## src/rtl/i2c_tgt_pkg.sv

```systemverilog
// Shared constants and types for the register target.
// Assumes a four-entry map whose last index is the read-only status slot.
package i2c_tgt_pkg;
    localparam int DATA_W   = 8;
    localparam int NUM_REGS = 4;
    localparam int PTR_W    = $clog2(NUM_REGS);
    localparam int NUM_RW   = NUM_REGS - 1;
    localparam int BIT_CNT_W = 4;
    localparam logic [PTR_W-1:0] IDX_STATUS = PTR_W'(NUM_REGS - 1);

    typedef enum logic [2:0] {
        ST_IDLE,
        ST_DEVADR,
        ST_REGADR,
        ST_WDATA,
        ST_RDATA
    } tgt_state_e;
endpackage

```

## src/rtl/i2c_tgt_sync.sv

```systemverilog
// Brings SCL and SDA into the clock domain and flags bus events.
// Assumes the bus idles high; START and STOP are SDA edges while SCL stays high.
module i2c_tgt_sync #(
    parameter int STAGES = 2
) (
    input  logic clk,
    input  logic rst_n,
    input  logic scl_in,
    input  logic sda_in,
    output logic sda_s,
    output logic scl_rise,
    output logic scl_fall,
    output logic start_det,
    output logic stop_det
);
    logic [STAGES-1:0] scl_pipe;
    logic [STAGES-1:0] sda_pipe;
    logic              scl_d;
    logic              sda_d;
    logic              scl_s;

    // Synchronizer chains, preset to the idle-high level.
    always_ff @(posedge clk) begin
        if (!rst_n) begin
            scl_pipe <= '1;
            sda_pipe <= '1;
        end else begin
            scl_pipe <= {scl_pipe[STAGES-2:0], scl_in};
            sda_pipe <= {sda_pipe[STAGES-2:0], sda_in};
        end
    end

    assign scl_s = scl_pipe[STAGES-1];
    assign sda_s = sda_pipe[STAGES-1];

    // One-cycle history used for edge detection.
    always_ff @(posedge clk) begin
        if (!rst_n) begin
            scl_d <= 1'b1;
            sda_d <= 1'b1;
        end else begin
            scl_d <= scl_s;
            sda_d <= sda_s;
        end
    end

    // Edge and bus-condition decode.
    always_comb begin
        scl_rise  = scl_s & ~scl_d;
        scl_fall  = ~scl_s & scl_d;
        start_det = scl_s & scl_d & sda_d & ~sda_s;
        stop_det  = scl_s & scl_d & ~sda_d & sda_s;
    end
endmodule

```

## src/rtl/i2c_tgt_regs.sv

```systemverilog
// Writable registers plus the read multiplexer with the external status slot.
// Assumes the status index is the last one; writes there match no register.
module i2c_tgt_regs
    import i2c_tgt_pkg::*;
(
    input  logic                           clk,
    input  logic                           rst_n,
    input  logic                           wr_en,
    input  logic [PTR_W-1:0]               wr_ptr,
    input  logic [DATA_W-1:0]              wr_data,
    input  logic [PTR_W-1:0]               rd_ptr,
    input  logic [DATA_W-1:0]              status_in,
    output logic [DATA_W-1:0]              rd_data,
    output logic [NUM_RW-1:0][DATA_W-1:0]  rw_out
);
    logic [NUM_RW-1:0][DATA_W-1:0] rw_q;

    // Register bank: clear on reset, load the addressed entry on a write.
    always_ff @(posedge clk) begin
        if (!rst_n) begin
            rw_q <= '0;
        end else if (wr_en) begin
            for (int i = 0; i < NUM_RW; i++) begin
                if (wr_ptr == PTR_W'(i)) rw_q[i] <= wr_data;
            end
        end
    end

    // Read mux: writable entries by index, otherwise the status byte.
    always_comb begin
        rd_data = status_in;
        for (int i = 0; i < NUM_RW; i++) begin
            if (rd_ptr == PTR_W'(i)) rd_data = rw_q[i];
        end
    end

    assign rw_out = rw_q;
endmodule

```

## src/rtl/i2c_tgt_fsm.sv

```systemverilog
// Byte-level protocol engine: address match, pointer load, write and read bursts.
// Assumes no clock stretching; SDA is driven after each SCL fall and released at STOP/START.
module i2c_tgt_fsm
    import i2c_tgt_pkg::*;
(
    input  logic              clk,
    input  logic              rst_n,
    input  logic              sda_s,
    input  logic              scl_rise,
    input  logic              scl_fall,
    input  logic              start_det,
    input  logic              stop_det,
    input  logic [6:0]        dev_addr,
    input  logic              uvlo,
    input  logic [DATA_W-1:0] rd_data,
    output logic              sda_oe,
    output logic              wr_en,
    output logic [PTR_W-1:0]  ptr,
    output logic [DATA_W-1:0] shreg,
    output logic              stat_pulse
);
    tgt_state_e            state;
    logic [BIT_CNT_W-1:0]  cnt;
    logic                  ack_ph;
    logic                  rd_req;
    logic                  mack;
    logic [DATA_W-1:0]     txreg;
    logic                  byte_end;

    // Fall that closes the eighth bit of a byte slot.
    assign byte_end = scl_fall && (cnt == BIT_CNT_W'(8)) && !ack_ph;

    // Write strobe for a fully received data byte when acknowledging is allowed.
    assign wr_en = byte_end && (state == ST_WDATA) && !uvlo;

    // Protocol sequencer.
    always_ff @(posedge clk) begin
        if (!rst_n) begin
            state      <= ST_IDLE;
            cnt        <= '0;
            ack_ph     <= 1'b0;
            rd_req     <= 1'b0;
            mack       <= 1'b0;
            txreg      <= '0;
            shreg      <= '0;
            ptr        <= '0;
            sda_oe     <= 1'b0;
            stat_pulse <= 1'b0;
        end else begin
            stat_pulse <= 1'b0;
            if (start_det) begin
                state  <= ST_DEVADR;
                cnt    <= '0;
                ack_ph <= 1'b0;
                sda_oe <= 1'b0;
            end else if (stop_det) begin
                state  <= ST_IDLE;
                cnt    <= '0;
                ack_ph <= 1'b0;
                sda_oe <= 1'b0;
            end else begin
                case (state)
                    ST_DEVADR, ST_REGADR, ST_WDATA: begin
                        if (scl_rise && cnt < BIT_CNT_W'(8)) begin
                            shreg <= {shreg[DATA_W-2:0], sda_s};
                            cnt   <= cnt + BIT_CNT_W'(1);
                        end else if (byte_end) begin
                            ack_ph <= 1'b1;
                            if (uvlo) begin
                                state <= ST_IDLE;
                            end else begin
                                case (state)
                                    ST_DEVADR: begin
                                        if (shreg[7:1] == dev_addr) begin
                                            sda_oe <= 1'b1;
                                            rd_req <= shreg[0];
                                        end else begin
                                            state <= ST_IDLE;
                                        end
                                    end
                                    ST_REGADR: begin
                                        sda_oe <= 1'b1;
                                        ptr    <= shreg[PTR_W-1:0];
                                    end
                                    default: begin
                                        sda_oe <= 1'b1;
                                        ptr    <= ptr + 1'b1;
                                    end
                                endcase
                            end
                        end else if (scl_fall && ack_ph) begin
                            ack_ph <= 1'b0;
                            cnt    <= '0;
                            if (state == ST_DEVADR && rd_req) begin
                                state  <= ST_RDATA;
                                txreg  <= rd_data;
                                sda_oe <= ~rd_data[DATA_W-1];
                            end else begin
                                sda_oe <= 1'b0;
                                state  <= (state == ST_DEVADR) ? ST_REGADR : ST_WDATA;
                            end
                        end
                    end
                    ST_RDATA: begin
                        if (scl_rise && cnt < BIT_CNT_W'(8)) begin
                            cnt <= cnt + BIT_CNT_W'(1);
                        end else if (scl_rise && ack_ph) begin
                            mack <= ~sda_s;
                        end else if (scl_fall && cnt < BIT_CNT_W'(8)) begin
                            txreg  <= txreg << 1;
                            sda_oe <= ~txreg[DATA_W-2];
                        end else if (byte_end) begin
                            ack_ph     <= 1'b1;
                            sda_oe     <= 1'b0;
                            ptr        <= ptr + 1'b1;
                            stat_pulse <= (ptr == IDX_STATUS);
                        end else if (scl_fall && ack_ph) begin
                            ack_ph <= 1'b0;
                            cnt    <= '0;
                            if (mack) begin
                                txreg  <= rd_data;
                                sda_oe <= ~rd_data[DATA_W-1];
                            end else begin
                                state <= ST_IDLE;
                            end
                        end
                    end
                    default: ;
                endcase
            end
        end
    end
endmodule

```

## src/rtl/i2c_reg_target.sv

```systemverilog
// Top level: strap latch, bus synchronizer, protocol engine and register bank.
// Assumes strap_sel is stable while rst_n is low and SCL periods span several clocks.
module i2c_reg_target
    import i2c_tgt_pkg::*;
#(
    parameter logic [4:0] ADDR_UPPER  = 5'b01100,
    parameter int         SYNC_STAGES = 2
) (
    input  logic              clk,
    input  logic              rst_n,
    input  logic              scl_in,
    input  logic              sda_in,
    output logic              sda_oe,
    input  logic [1:0]        strap_sel,
    input  logic              uvlo,
    input  logic [DATA_W-1:0] status_in,
    output logic [DATA_W-1:0] cmd_reg,
    output logic [DATA_W-1:0] dim_reg,
    output logic [DATA_W-1:0] aux_reg,
    output logic              stat_rd_pulse
);
    logic [1:0]                    strap_q;
    logic [6:0]                    dev_addr;
    logic                          sda_s;
    logic                          scl_rise;
    logic                          scl_fall;
    logic                          start_det;
    logic                          stop_det;
    logic                          wr_en;
    logic [PTR_W-1:0]              ptr;
    logic [DATA_W-1:0]             shreg;
    logic [DATA_W-1:0]             rd_data;
    logic [NUM_RW-1:0][DATA_W-1:0] rw_out;

    // Strap capture: loads only while reset is held.
    always_ff @(posedge clk) begin
        if (!rst_n) strap_q <= strap_sel;
    end

    assign dev_addr = {ADDR_UPPER, strap_q};

    i2c_tgt_sync #(.STAGES(SYNC_STAGES)) u_sync (
        .clk       (clk),
        .rst_n     (rst_n),
        .scl_in    (scl_in),
        .sda_in    (sda_in),
        .sda_s     (sda_s),
        .scl_rise  (scl_rise),
        .scl_fall  (scl_fall),
        .start_det (start_det),
        .stop_det  (stop_det)
    );

    i2c_tgt_fsm u_fsm (
        .clk        (clk),
        .rst_n      (rst_n),
        .sda_s      (sda_s),
        .scl_rise   (scl_rise),
        .scl_fall   (scl_fall),
        .start_det  (start_det),
        .stop_det   (stop_det),
        .dev_addr   (dev_addr),
        .uvlo       (uvlo),
        .rd_data    (rd_data),
        .sda_oe     (sda_oe),
        .wr_en      (wr_en),
        .ptr        (ptr),
        .shreg      (shreg),
        .stat_pulse (stat_rd_pulse)
    );

    i2c_tgt_regs u_regs (
        .clk       (clk),
        .rst_n     (rst_n),
        .wr_en     (wr_en),
        .wr_ptr    (ptr),
        .wr_data   (shreg),
        .rd_ptr    (ptr),
        .status_in (status_in),
        .rd_data   (rd_data),
        .rw_out    (rw_out)
    );

    assign cmd_reg = rw_out[0];
    assign dim_reg = rw_out[1];
    assign aux_reg = rw_out[2];
endmodule

```

## config.mk

```make
export PLATFORM = sky130hd
export DESIGN_NAME = i2c_reg_target
export DESIGN_NICKNAME = d
export VERILOG_FILES = /design/src/rtl/i2c_tgt_pkg.sv /design/src/rtl/i2c_tgt_sync.sv /design/src/rtl/i2c_tgt_regs.sv /design/src/rtl/i2c_tgt_fsm.sv /design/src/rtl/i2c_reg_target.sv
export SDC_FILE = /design/constraint.sdc
export NUM_CORES = 1
export LEC_CHECK = 0
export ABC_AREA = 1
export BUFFER_PORTS_ARGS = -buffer_cell sky130_fd_sc_hd__clkbuf_2
export CORE_ASPECT_RATIO = 1.1
export CORE_MARGIN = 3
export CORE_UTILIZATION = 40
export CTS_CLUSTER_DIAMETER = 150
export DETAILED_ROUTE_END_ITERATION = 16
export SLEW_MARGIN = 20
export SYNTH_ARGS = -nofsm -noshare
export SYNTH_HDL_FRONTEND = slang
export SYNTH_SLANG_ARGS = --single-unit
export TNS_END_PERCENT = 50
```

## constraint.sdc

```tcl
create_clock -name clk -period 1.8 [get_ports clk]
set_input_delay 0.18 -clock clk [delete_from_list [all_inputs] [get_ports clk]]
set_output_delay 0.18 -clock clk [all_outputs]
set_load 0.02 [all_outputs]
```

======== Word-level counts from Yosys, hierarchy flattened ========
Cells that the tools add are included.
operators by class
  reduce and logical (&&, ||, !) cells .... 30
  mux-type cells .......................... 68
  add/subtract/negate cells ............... 2
  order comparisons ....................... 1
  equal/unequal tests ..................... 45
  bitwise gates (word level) .............. 20
operators by type and width
  cell                  count
  $mux W7               10
  $mux W3               13
  $ne A4 B4 Y1 const B  9
  $reduce_and A11 Y1    3
  $mux W4               6
  $mux W8               3
  $mux W1               22
  $ne A2 B2 Y1 const B  9
  $mux W2               7
  $pmux W7 S2           1
  $not A1 Y1            13
  $ne A6 B6 Y1 const B  2
  $reduce_and A12 Y1    1
  $ne A2 B1 Y1 const B  5
  $reduce_and A5 Y1     2
  $logic_and A1 B1 Y1   9
  $ne A3 B1 Y1 const B  3
  $reduce_and A9 Y1     1
  $ne A4 B1 Y1 const B  2
  $pmux W2 S2           2
  $pmux W4 S2           1
  $reduce_and A8 Y1     1
  $reduce_or A8 Y1      1
  $and A1 B1 Y1         7
  other kinds (24)      33
storage, ports and cells
  output and inout port bits .............. 26
  logic and storage cells ................. 185
  input port bits ......................... 15
  register bits after elaboration ......... 61

======== Longest topological paths before layout ========
Gate-level depths: netlist (run 1).
  depth after elaboration ................. 12
  gate-level depth with buffers ........... 13
  gate-level depth less buffers ........... 12

======== Modules after synthesis ========
From an unflattened synthesis (run 1), not the netlist that was laid out.
unflattened totals
  cells, all modules ...................... 516
  area total of the unflattened synthesis .. 3291.9 um^2
modules (own cells, without submodules)
  module          area each (um^2)  cells each  times used  sequential area each (um^2)
  i2c_tgt_fsm     1700.4            268         1           580.6
  i2c_tgt_regs    1321.3            216         1           480.5
  i2c_tgt_sync    198.9             27          1           120.1
  i2c_reg_target  71.3              5           1           60.1

======== Worst setup path before layout (run 1) ========
OpenSTA, ideal clock, no wires.
  path kind ............................... register -> register
  from .................................... register u_fsm.ptr[0]
  to ...................................... register u_regs.rw_q, in the netlist u_regs.rw_out[5]
  cell stages (with the launch flop) ...... 9
  arrival time ............................ 1609 ps
  setup time .............................. 128 ps
  setup slack ............................. 63 ps
  period minus slack after synthesis ...... 1737 ps
  cell sequence ........................... dfxtp_1 -> inv_1 -> ha_1 -> clkbuf_1 -> clkbuf_1 -> nand3_1 -> clkbuf_1 -> o21ai_0 -> a21oi_1
on the way
  longest elaborated chain between the ends .. 2
ends and longest elaborated chain
  element                         RTL line            RTL
  start: declaration              i2c_tgt_fsm.sv:18   output logic [PTR_W-1:0] ptr,
  start signal: assignment        i2c_tgt_fsm.sv:83   ptr <= shreg[PTR_W-1:0];
  start signal: assignment        i2c_tgt_fsm.sv:87   ptr <= ptr + 1'b1;
  start signal: assignment        i2c_tgt_fsm.sv:115  ptr <= ptr + 1'b1;
  $logic_not A2 Y1                i2c_tgt_regs.sv:24  if (wr_ptr == PTR_W'(i)) rw_q[i] <= wr_data;
  $reduce_and A2 Y1 (no line)     --
  end signal: indexed assignment  i2c_tgt_regs.sv:24
  end: declaration                i2c_tgt_regs.sv:16  logic [NUM_RW-1:0][DATA_W-1:0] rw_q;
Every way passes these cells.
A chain may end at the register's enable or synchronous reset.

======== Final worst setup path (run 1) ========
  from .................................... register u_fsm.cnt[0]
  to ...................................... register u_fsm.ptr[0]
on the way
  longest elaborated chain between the ends .. 5
ends and longest elaborated chain
  element                                               RTL line            RTL
  start: declaration                                    i2c_tgt_fsm.sv:23   logic [BIT_CNT_W-1:0] cnt;
  start signal: assignment                              i2c_tgt_fsm.sv:66   cnt <= cnt + BIT_CNT_W'(1);
  start signal: assignment                              i2c_tgt_fsm.sv:106  cnt <= cnt + BIT_CNT_W'(1);
  branches (longest 4 deep; another with $lt A4 B4 Y1)  --
  $reduce_and A11 Y1 (no line) *                        --
Mark *: on every way between the ends.

==> metrics.md, run 1 <==
| Metric | Value |
|---|---|
| Hold Fails Final Rpt | `0` |
| HP Class | `input pin to register` |
| Arr. time, crit path | `1.90 ns` |
| Number of routed nets with antenna violations | `0` |
| Root Driver | `clkbuf_8` |
| Die span in x | `90.1 microns` |
| Rel. slew slack | `between 60% and 70%` |
| HPWL after DPL | `between 6 and 7 mm` |
| WL/cell | `approximately 13 microns` |
| VDD IR-drop max | `about 0.56 mV` |
| Largest net degree at the start of global routing | `46` |
| Final core utilization | `50.7%` |
| Drt total wl | `around 8.3 mm` |
| Slew Limit Fails | `0` |
| Synth cell types | `30` |
| R2R depth | `8` |
| Pwr Density | `~1100 nW/um^2` |
| Die Y | `between 90 and 100 microns` |
| Port-buffer cells | `40` |
| Average cell area after synthesis | `6.69 sq um` |
| Num CTS Buffers | `9` |
| ANT cells | `0` |
| Setup Buffers After CTS | `0` |
| CTS tree | `done` |
| Crit path time final | `around 1.7 ns` |
| RSZ-0062 raised after global routing | `true` |
| Tcrit/Tclk final | `about 93%` |
| CP Data Required Time | `slightly above 2 ns` |
| Fillcell total | `800` |
| Rows | `33` |
| Aggregate global routing overflow | `0` |
| Share of layout cells above drive strength 1 | `between 20% and 30%` |
| Die footprint | `~9000 sq um` |
| Clock skew | `between 0.01 and 0.015 ns` |
| Sink Count | `~60` |
| DR vias/cell | `4.86` |
| Crit-path max FO | `4` |
| Skew-Pair Late Insertion Delay | `around 0.35 ns` |
| Hold slack | `roughly 0.016 ns` |
| Core Area | `7510 sq um` |
| CTS H-tree lvls | `3` |
| Endpoint type of the worst setup path | `register` |
| 1st-iter DRT viols | `about 120` |
| R2R Path Start | `u_fsm.cnt[0]$_SDFFE_PP0P_` |
| Setup TNS | `0 ns` |
| Area grow syn2layout | `22.5%` |
| Initial antenna violation count | `0` |
| Worst Setup EP | `u_fsm.ptr[0]$_SDFFE_PN0P_` |
| Clock transition at path regs | `roughly 0.070 ns` |
| First-pass DRT Iterations | `4` |
| Yosys warning total | `0` |
| Startpoint types | `register` |
| Routability Congestion | `around 0.91` |
| Tightest Pin Transition | `0.456 ns` |
| Setup-failing EPs final | `0` |
| Cells after synthesis | `~470` |
| Final #Nets | `approximately 550` |
| Post-synthesis sequential area ratio | `between 30% and 40%` |
| Global-route wire length before repair | `roughly 14 mm` |
| Status | `finished clean` |
| Max-cap viol count | `0` |
| Post-synthesis register bit count | `~60` |
| Worst setup path startpoint | `u_fsm.cnt[0]$_SDFFE_PP0P_` |
| Achievable frequency | `~0.60 GHz` |
| CTS max path bufs | `2` |
| Vias after detailed routing | `approximately 3000` |
| Dpl cells | `roughly 600` |
| Synthesized area | `3110 sq um` |
| Vias in the first global route | `2959` |
| Reg2reg end | `u_fsm.ptr[0]$_SDFFE_PN0P_` |
| Pleak | `roughly 1.7 nW` |
| Flop2flop setup slack | `roughly 0.13 ns` |
| I/O pins | `41` |
| Net count after synthesis | `roughly 490` |
| # DRC | `0` |
| GRT Util Overall | `between 10% and 20%` |
| WS Path Type | `register to register` |
| Initial Utilization | `41.4%` |
| Post-Layout Cell Count | `roughly 630` |
## critical path: stages (launching register included)
cell and delay, ns:
dfxtp_1 0.34, inv_1 0.08, ha_1 0.14, nand3_1 0.13, nor3_2 0.19, nand2_1 0.14, or2_2 0.35, o21ai_0 0.15
a21oi_1 0.05
## sequential cells by signal, summed over array words and instances (netlist names), 2 cells and up
signal,flops
u_regs.rw_out,24
u_fsm.cnt,4
u_sync.sda_pipe,2
u_sync.scl_pipe,2
strap_q,2
u_fsm.ptr,2
u_fsm.txreg,7
u_fsm.state,3
u_fsm.shreg,8
## report_power, final
part | leakage (nW) | internal (mW) | switching [mW]
Combinational | 1.11 | 0.535 | 0.860
Clock | 0.101 | 0.643 | 0.597
Sequential | 0.498 | 1.49 | 0.102
Total | 1.71 | 2.67 | 1.56
## routing by layer
metal  vias to the layer above  GRT usage (%)  wire length, microns  part of all wire [%]
li1                       1612              -                     -                     -
met1                      1370           22.8                  3630                    44
met2                        76           34.1                  4050                    49
met3                        23           4.89                   384                   4.6
met4                         0           8.24                   265                   3.2
met5                         -              0                     0                     0
## cells in the final DEF, fill, tap and decap left out, types with 3 or more instances in the layout
| cell | synthesis | final |
|---|---|---|
| nor2_2 | 2 | 4 |
| inv_1 | 66 | 66 |
| ha_1 | 6 | 4 |
| nand2_4 | 2 | 3 |
| o21ai_1 | 2 | 4 |
| clkbuf_8 | 0 | 9 |
| dfxtp_2 | 0 | 4 |
| nand2_1 | 81 | 80 |
| or2_2 | 5 | 5 |
| clkbuf_2 | 0 | 40 |
| nand3_1 | 19 | 19 |
| clkinv_4 | 0 | 3 |
| nand4_1 | 3 | 3 |
| buf_4 | 1 | 20 |
| nand2_2 | 4 | 4 |
| o21ai_0 | 72 | 70 |
| a21oi_1 | 48 | 48 |
| nor3_1 | 7 | 6 |
| nor2_1 | 56 | 54 |
| dfxtp_1 | 59 | 55 |
| inv_2 | 3 | 3 |
| dlygate4sd3_1 | 0 | 3 |
## through the flow
step	power [mW]	instance area (sq um)	setup slack, ns
after floorplan	2.59	3110	0.0631
after global placement	2.95	3540	0.0581
after detailed placement	2.96	3540	0.0124
after CTS	4.20	3770	0.0612
after global routing	4.52	3810	-0.0154
final	4.23	3810	0.129
## repair_timing
| action | CTS | global route |
|---|---|---|
| setup endpoints to repair | 1 | 14 |
| resized for setup | 1 | 15 |
| endpoints found under the hold margin | 3 | 0 |
| hold buffers | 3 | 0 |
## cell families (layout without fill, tap and decap cells)
logic type,Yosys count,in the layout,share of synthesized area (%)
buffers and inverters,87,151,11.3
flip-flops,61,61,39.9
AO/OA/AOI/OAI,126,126,20.6
adder cells (fa/ha/maj),6,6,2.41
AND/OR/NAND/NOR,185,185,25.8
## synthesized netlist by cell type
master	count	area, sq um
nor2_1	56	210
and2_4	1	8.76
inv_1	66	248
nand3_1	19	95.1
nor3_1	7	35.0
o211ai_1	1	7.51
buf_2	2	10.0
o31ai_1	1	7.51
a21oi_1	48	240
o21ai_0	72	360
nand2_2	4	25.0
nor2_2	2	12.5
o21ai_1	2	10.0
nor3_2	2	20.0
inv_4	1	6.26
o21a_1	1	7.51
dfxtp_1	59	1180
nand2_4	2	22.5
nand2_1	81	304
buf_6	2	22.5
ha_1	6	75.1
or2_2	5	31.3
o21ai_2	1	8.76
edfxtp_1	2	60.1
nand4_1	3	18.8
buf_4	1	7.51
nand3b_1	2	15.0
inv_2	3	11.3
nor4_1	1	6.26
clkbuf_1	12	45.0
## area by class of cell
class                      count  area, sq um  area share [%]
tap                          105          131            3.45
multi-input combinational    317         1560            40.9
clock buffer                   9          124            3.25
clock inverter                 7         73.8            1.94
timing repair buffer          65          412            10.8
sequential                    61         1250            32.7
inverter                      70          265            6.96
## worst min path at each step
| stage | from | endpoint | cells past startpoint |
|---|---|---|---|
| floorplan | strap_sel[0] | strap_q[0]$_DFFE_PN_ | 0 |
| global placement | strap_sel[0] | strap_q[0]$_DFFE_PN_ | 1 |
| detailed placement | strap_sel[0] | strap_q[0]$_DFFE_PN_ | 1 |
| CTS | scl_in | u_sync.scl_pipe[0]$_SDFF_PN1_ | 2 |
| global route | scl_in | u_sync.scl_pipe[0]$_SDFF_PN1_ | 2 |
| finish | scl_in | u_sync.scl_pipe[0]$_SDFF_PN1_ | 2 |
Power figures use the tool's default switching activity.
==> inputs of run 2 (changes only) <==
--- a/config.mk
+++ b/config.mk
@@ -12,6 +12,7 @@
 export CORE_UTILIZATION = 40
 export CTS_CLUSTER_DIAMETER = 150
 export DETAILED_ROUTE_END_ITERATION = 16
+export GPL_TIMING_DRIVEN = 0
 export SLEW_MARGIN = 20
 export SYNTH_ARGS = -nofsm -noshare
 export SYNTH_HDL_FRONTEND = slang
==> metrics.md, run 2 (synthesis results as in run 1) <==
| Metric | Value |
|---|---|
| Status | `finished clean` |
| HP Class | `input pin to register` |
| WL/cell | `roughly 14 microns` |
| CP Data Required Time | `2.02 ns` |
| Clock skew | `between 0.007 and 0.008 ns` |
| Root Driver | `clkbuf_8` |
| Largest net degree at the start of global routing | `11` |
| Core Area | `~7500 sq um` |
| Crit path time final | `around 1.7 ns` |
| VDD IR-drop max | `around 0.55 mV` |
| Pleak | `roughly 1.7 nW` |
| CTS tree | `done` |
| Initial antenna violation count | `0` |
| CTS H-tree lvls | `3` |
| Vias after detailed routing | `3145` |
| RSZ-0062 raised after global routing | `true` |
| Commonest non-fill, non-tap cell in the layout | `nand2_1` |
| Max reg flops | `24` |
| Flop2flop setup slack | `approximately 0.11 ns` |
| Crit-path max FO | `10` |
| Post-Layout Cell Count | `between 600 and 700` |
| GRT Util Overall | `19.9%` |
| Hold Fails Final Rpt | `0` |
| # DRC | `0` |
| Achievable frequency | `between 0.5 and 0.6 GHz` |
| Sink Count | `a little over 60` |
| Die Y | `98.5 microns` |
| First-pass DRT Iterations | `4` |
| Drt total wl | `between 8 and 9 mm` |
| Routability Congestion | `between 0.8 and 0.9` |
| Setup-failing EPs final | `0` |
| Port-buffer cells | `39` |
| Aggregate global routing overflow | `0` |
| Slowest Stage Delay on Critical Path | `between 0.3 and 0.4 ns` |
| CTS max path bufs | `2` |
| Rows | `33` |
| Die span in x | `between 90 and 100 microns` |
| Num CTS Buffers | `9` |
| Skew-Pair Late Insertion Delay | `0.34 ns` |
| Startpoint types | `register` |
| Rel. slew slack | `61.1%` |
| DR vias/cell | `approximately 5` |
| Initial Utilization | `41.4%` |
| Fillcell total | `793` |
| Arr. time, crit path | `~1.9 ns` |
| Die footprint | `8880 sq um` |
| WS Path Type | `register to register` |
| Slowest CP cell | `dfxtp_2` |
| Area grow syn2layout | `27.4%` |
| Share of layout cells above drive strength 1 | `between 20% and 30%` |
| Commonest cells after routing, fill and taps aside | `78 x nand2_1, 62 x inv_1, 57 x o21ai_0` |
| I/O pins | `41` |
| CP cell instances | `inv_2, nand2_4, inv_1, nand2_4, nand2_4, nand2_2, nand2_2, and2_4, nand2_4, buf_6, nand2_1, nand2_1, nor2_1` |
| Global-route wire length before repair | `between 10 and 15 mm` |
| Multi-input gate area | `~1700 sq um` |
| Setup TNS | `0 ns` |
| Tcrit/Tclk final | `a little over nine tenths` |
| Final #Nets | `about 550` |
| Pwr Density | `1060 nW/um^2` |
| Max-cap viol count | `0` |
| Dpl cells | `just over 600` |
| 1st-iter DRT viols | `between 100 and 150` |
| Endpoint type of the worst setup path | `register` |
| Slew Limit Fails | `0` |
| Tightest Pin Transition | `0.580 ns` |
| Number of routed nets with antenna violations | `0` |
| Clock transition at path regs | `roughly 0.07 ns` |
| Most used cell, CP | `nand2_4` |
| ANT cells | `0` |
| HPWL after DPL | `6.30 mm` |
| Vias in the first global route | `approximately 3000` |
| Reg area | `1250 sq um` |
==> run 2: report_power, final <==
part / internal (mW) / switching (mW) / total (mW) / leakage [nW]
Combinational: 0.538 / 0.876 / 1.41 / 1.13
Sequential: 1.50 / 0.120 / 1.62 / 0.501
Clock: 0.637 / 0.542 / 1.18 / 0.0842
==> run 2: worst max-delay path: cells and delay by family, from the launching register on <==
kind,cells,cell delay [ns]
and+or+nand+nor,10,0.90
DFF,1,0.38
buffers and inverters,3,0.28
==> run 2: final timing paths <==
| kind | start | to | depth (start not counted) |
|---|---|---|---|
| max | u_sync.scl_pipe[1]$_SDFF_PN1_ | u_fsm.txreg[0]$_SDFFE_PN0P_ | 13 |
| min | strap_sel[0] | strap_q[0]$_DFFE_PN_ | 1 |
| max reg2reg | u_sync.scl_pipe[1]$_SDFF_PN1_ | u_fsm.txreg[0]$_SDFFE_PN0P_ | 13 |
| min reg2reg | u_sync.scl_pipe[0]$_SDFF_PN1_ | u_sync.scl_pipe[1]$_SDFF_PN1_ | 1 |
==> run 2: layer usage <==
layer	track usage [%]	vias to the layer above	share of wire [%]
li1	-	1621	-
met3	3.51	20	4.6
met4	10.2	0	3.0
met1	25.1	1424	44
met5	0	-	0
met2	32.5	80	48
==> run 2: repair_timing <==
action,CTS,global route
hold buffers,1,0
setup endpoints to repair,35,41
endpoints found under the hold margin,1,0
gates resized for setup,36,47
pin swaps,2,9
gates cloned,1,2
buffers inserted,3,4
==> run 2: final cells by class <==
type	instances	area share, %
inverters	70	6.75
clock inverters	4	1.23
plain buffers	15	2.97
multi-input cells	317	42.8
well taps	105	3.31
clock buffers	12	3.41
flip-flops and latches	61	31.7
repair buffers	50	7.86
==> run 2: stage by stage <==
| step | util [%] | cell area, sq um | worst slack, ns | power (mW) | hold WS (ns) |
|---|---|---|---|---|---|
| 2_1_floorplan | - | 3110 | 0.0631 | 2.59 | 0.279 |
| 3_3_place_gp | 45.8 | 3440 | -0.365 | 2.86 | 0.358 |
| 3_5_place_dp | 45.8 | 3440 | -0.382 | 2.88 | 0.359 |
| 4_1_cts | 50.2 | 3780 | -0.0176 | 4.09 | 0.00343 |
| 5_1_grt | 52.8 | 3970 | -0.0309 | 4.51 | 0.0149 |
| 6_report | 52.8 | 3970 | 0.111 | 4.21 | 0.0186 |
==> inputs of run 3 (changes only) <==
--- a/config.mk
+++ b/config.mk
@@ -6,7 +6,8 @@
 export NUM_CORES = 1
 export LEC_CHECK = 0
 export ABC_AREA = 1
-export BUFFER_PORTS_ARGS = -buffer_cell sky130_fd_sc_hd__clkbuf_2
+export BUFFER_PORTS_ARGS = -buffer_cell sky130_fd_sc_hd__buf_2
+export CAP_MARGIN = 40
 export CORE_ASPECT_RATIO = 1.1
 export CORE_MARGIN = 3
 export CORE_UTILIZATION = 40
==> metrics.md, run 3 (synthesis results as in run 1) <==
| Metric | Value |
|---|---|
| GRT Util Overall | `about a fifth` |
| Sequential fraction of design power | `38.5%` |
| Slowest Stage Delay on Critical Path | `roughly 0.41 ns` |
| Vias in the first global route | `2962` |
| Commonest cells after routing, fill and taps aside | `78 x nand2_1, 62 x inv_1, 57 x o21ai_0` |
| Multi-input gate area | `~1700 sq um` |
| Die footprint | `between 8000 and 9000 sq um` |
| Initial antenna violation count | `0` |
| Final worst setup slack | `0.114 ns` |
| Pleak | `about 1.7 nW` |
| Routability Congestion | `between 0.8 and 0.9` |
| Tcrit/Tclk final | `93.7%` |
| Aggregate global routing overflow | `0` |
| Rel. slew slack | `slightly below 70%` |
| Achievable frequency | `0.593 GHz` |
| Startpoint types | `register` |
| Status | `finished clean` |
| Total internal power | `about 2.6 mW` |
| Port-buffer cells | `39` |
| Global-route wire length before repair | `about 14 mm` |
| Number of routed nets with antenna violations | `0` |
| Core Area | `between 7000 and 8000 sq um` |
| Root Driver | `clkbuf_8` |
| Rows | `33` |
| Fin area | `~4000 sq um` |
| Skew-Pair Late Insertion Delay | `approximately 0.35 ns` |
| # DRC | `0` |
| Clock skew | `roughly 0.011 ns` |
| Share of layout cells above drive strength 1 | `a little under a quarter` |
| First-pass DRT Iterations | `4` |
| Arr. time, crit path | `approximately 1.9 ns` |
| Pwr Density | `between 1000 and 1500 nW/um^2` |
| I/O pins | `between 40 and 50` |
| ANT cells | `0` |
| Area grow syn2layout | `25.6%` |
| Num CTS Buffers | `9` |
| Drt total wl | `8.73 mm` |
| Crit-path max FO | `6` |
| Die Y | `98.5 microns` |
| Largest net degree at the start of global routing | `12` |
| VDD IR-drop max | `between 0.4 and 0.5 mV` |
| 1st-iter DRT viols | `around 170` |
| Clock share of power | `between 20% and 30%` |
| Hold Fails Final Rpt | `0` |
| Net switching power | `between 1.5 and 2 mW` |
| Max-cap viol count | `0` |
| Post-Place Worst Slack | `-0.401 ns` |
| Area of placed instances | `between 3000 and 4000 sq um` |
| Tightest Pin Transition | `between 0.4 and 0.5 ns` |
| WS Path Type | `register to register` |
| Die span in x | `90.1 microns` |
| Clock transition at path regs | `about 0.07 ns` |
| Max reg flops | `24` |
| Endpoint type of the worst setup path | `register` |
| WL/cell | `between 10 and 15 microns` |
| CP cell instances | `nor2_4, nand2_4, buf_4, nor2_1, nor3_1, and2_4, nand2_4, buf_4, nor2_2, nor2_1` |
| Final #Nets | `approximately 540` |
| Setup TNS | `0 ns` |
| Reg area | `1260 sq um` |
| HPWL after DPL | `between 6 and 7 mm` |
| Slew Limit Fails | `0` |
| Slowest CP cell | `dfxtp_4` |
| CTS tree | `done` |
| Setup-failing EPs final | `0` |
| Logic gate share of total power | `36.2%` |
| Sink Count | `61` |
| HP Class | `input pin to register` |
| CTS H-tree lvls | `3` |
| Crit path time final | `1.69 ns` |
| CP Data Required Time | `roughly 2.0 ns` |
| CTS max path bufs | `2` |
| Commonest non-fill, non-tap cell in the layout | `nand2_1` |
| Vias after detailed routing | `around 3100` |
| DR vias/cell | `4.97` |
| Fillcell total | `782` |
| Initial Utilization | `about two fifths` |
| Sw Ratio | `between 30% and 40%` |
-- run 3: changes by cell type in the layout (fill, tap and decap cells not counted), moves of 3 or more --
cell / before / now
nand3_4: 5 / 2
nand3_2: 0 / 4
clkbuf_2: 42 / 2
buf_2: 2 / 40
-- run 3: stage by stage --
stage / utilization, % / std cells / power (mW) / hold slack, ns
2_1_floorplan: - / 465 / 2.59 / 0.279
3_3_place_gp: 45.8 / 609 / 2.86 / 0.356
3_5_place_dp: 45.8 / 609 / 2.88 / 0.359
4_1_cts: 48.8 / 625 / 3.94 / 0.00476
5_1_grt: 52.0 / 632 / 4.51 / 0.0182
6_report: 52.0 / 632 / 4.21 / 0.0106
-- run 3: final timing paths --
kind                                       from                             to  slack (ns)  cells after the start
setup / recovery    u_fsm.state[1]$_SDFFE_PP0P_    u_fsm.txreg[2]$_SDFFE_PN0P_        0.11                     10
hold / removal                           sda_in  u_sync.sda_pipe[0]$_SDFF_PN1_        0.01                      2
setup reg to reg    u_fsm.state[1]$_SDFFE_PP0P_    u_fsm.txreg[2]$_SDFFE_PN0P_        0.11                     10
hold reg to reg   u_sync.scl_pipe[0]$_SDFF_PN1_  u_sync.scl_pipe[1]$_SDFF_PN1_        0.42                      1
-- run 3: worst max-delay path, delay by kind of cell, from the launching register on --
family / cells / cell delay [ns]
buffers and inverters: 2 / 0.33
DFF: 1 / 0.41
and+or+nand+nor: 8 / 0.85
-- run 3: timing repair --
item,CTS,global route
setup endpoints to repair,37,45
endpoints found under the hold margin,1,0
gates cloned,0,1
hold buffers,1,0
pin swaps,1,10
resized for setup,21,63
setup buffers,1,6
-- run 3: power groups by stage --
stage          Clock, mW  Sequential (mW)  Combinational (mW)
4_1_cts             1.08             1.58                1.28
6_report            1.07             1.62                1.52
3_5_place_dp           0             1.61                1.26
2_1_floorplan          0             1.60               0.988
3_3_place_gp           0             1.61                1.25
5_1_grt             1.15             1.63                1.73
-- run 3: routing by layer --
metal | wire (microns) | part of all wire [%] | track usage, %
met1 | 3750 | 43 | 23.4
met2 | 4340 | 50 | 33.7
met3 | 459 | 5.3 | 3.13
met4 | 171 | 2.0 | 9.78
met5 | 0 | 0 | 0
-- run 3: cell type report --
cell class | instances | share of cell area (%)
plain buffers | 15 | 2.91
clock buffers | 10 | 3.27
clock inverters | 6 | 1.02
inverters | 70 | 6.85
multi-input cells | 317 | 43.2
flip-flops and latches | 61 | 32.2
well taps | 105 | 3.36
repair buffers | 48 | 7.20
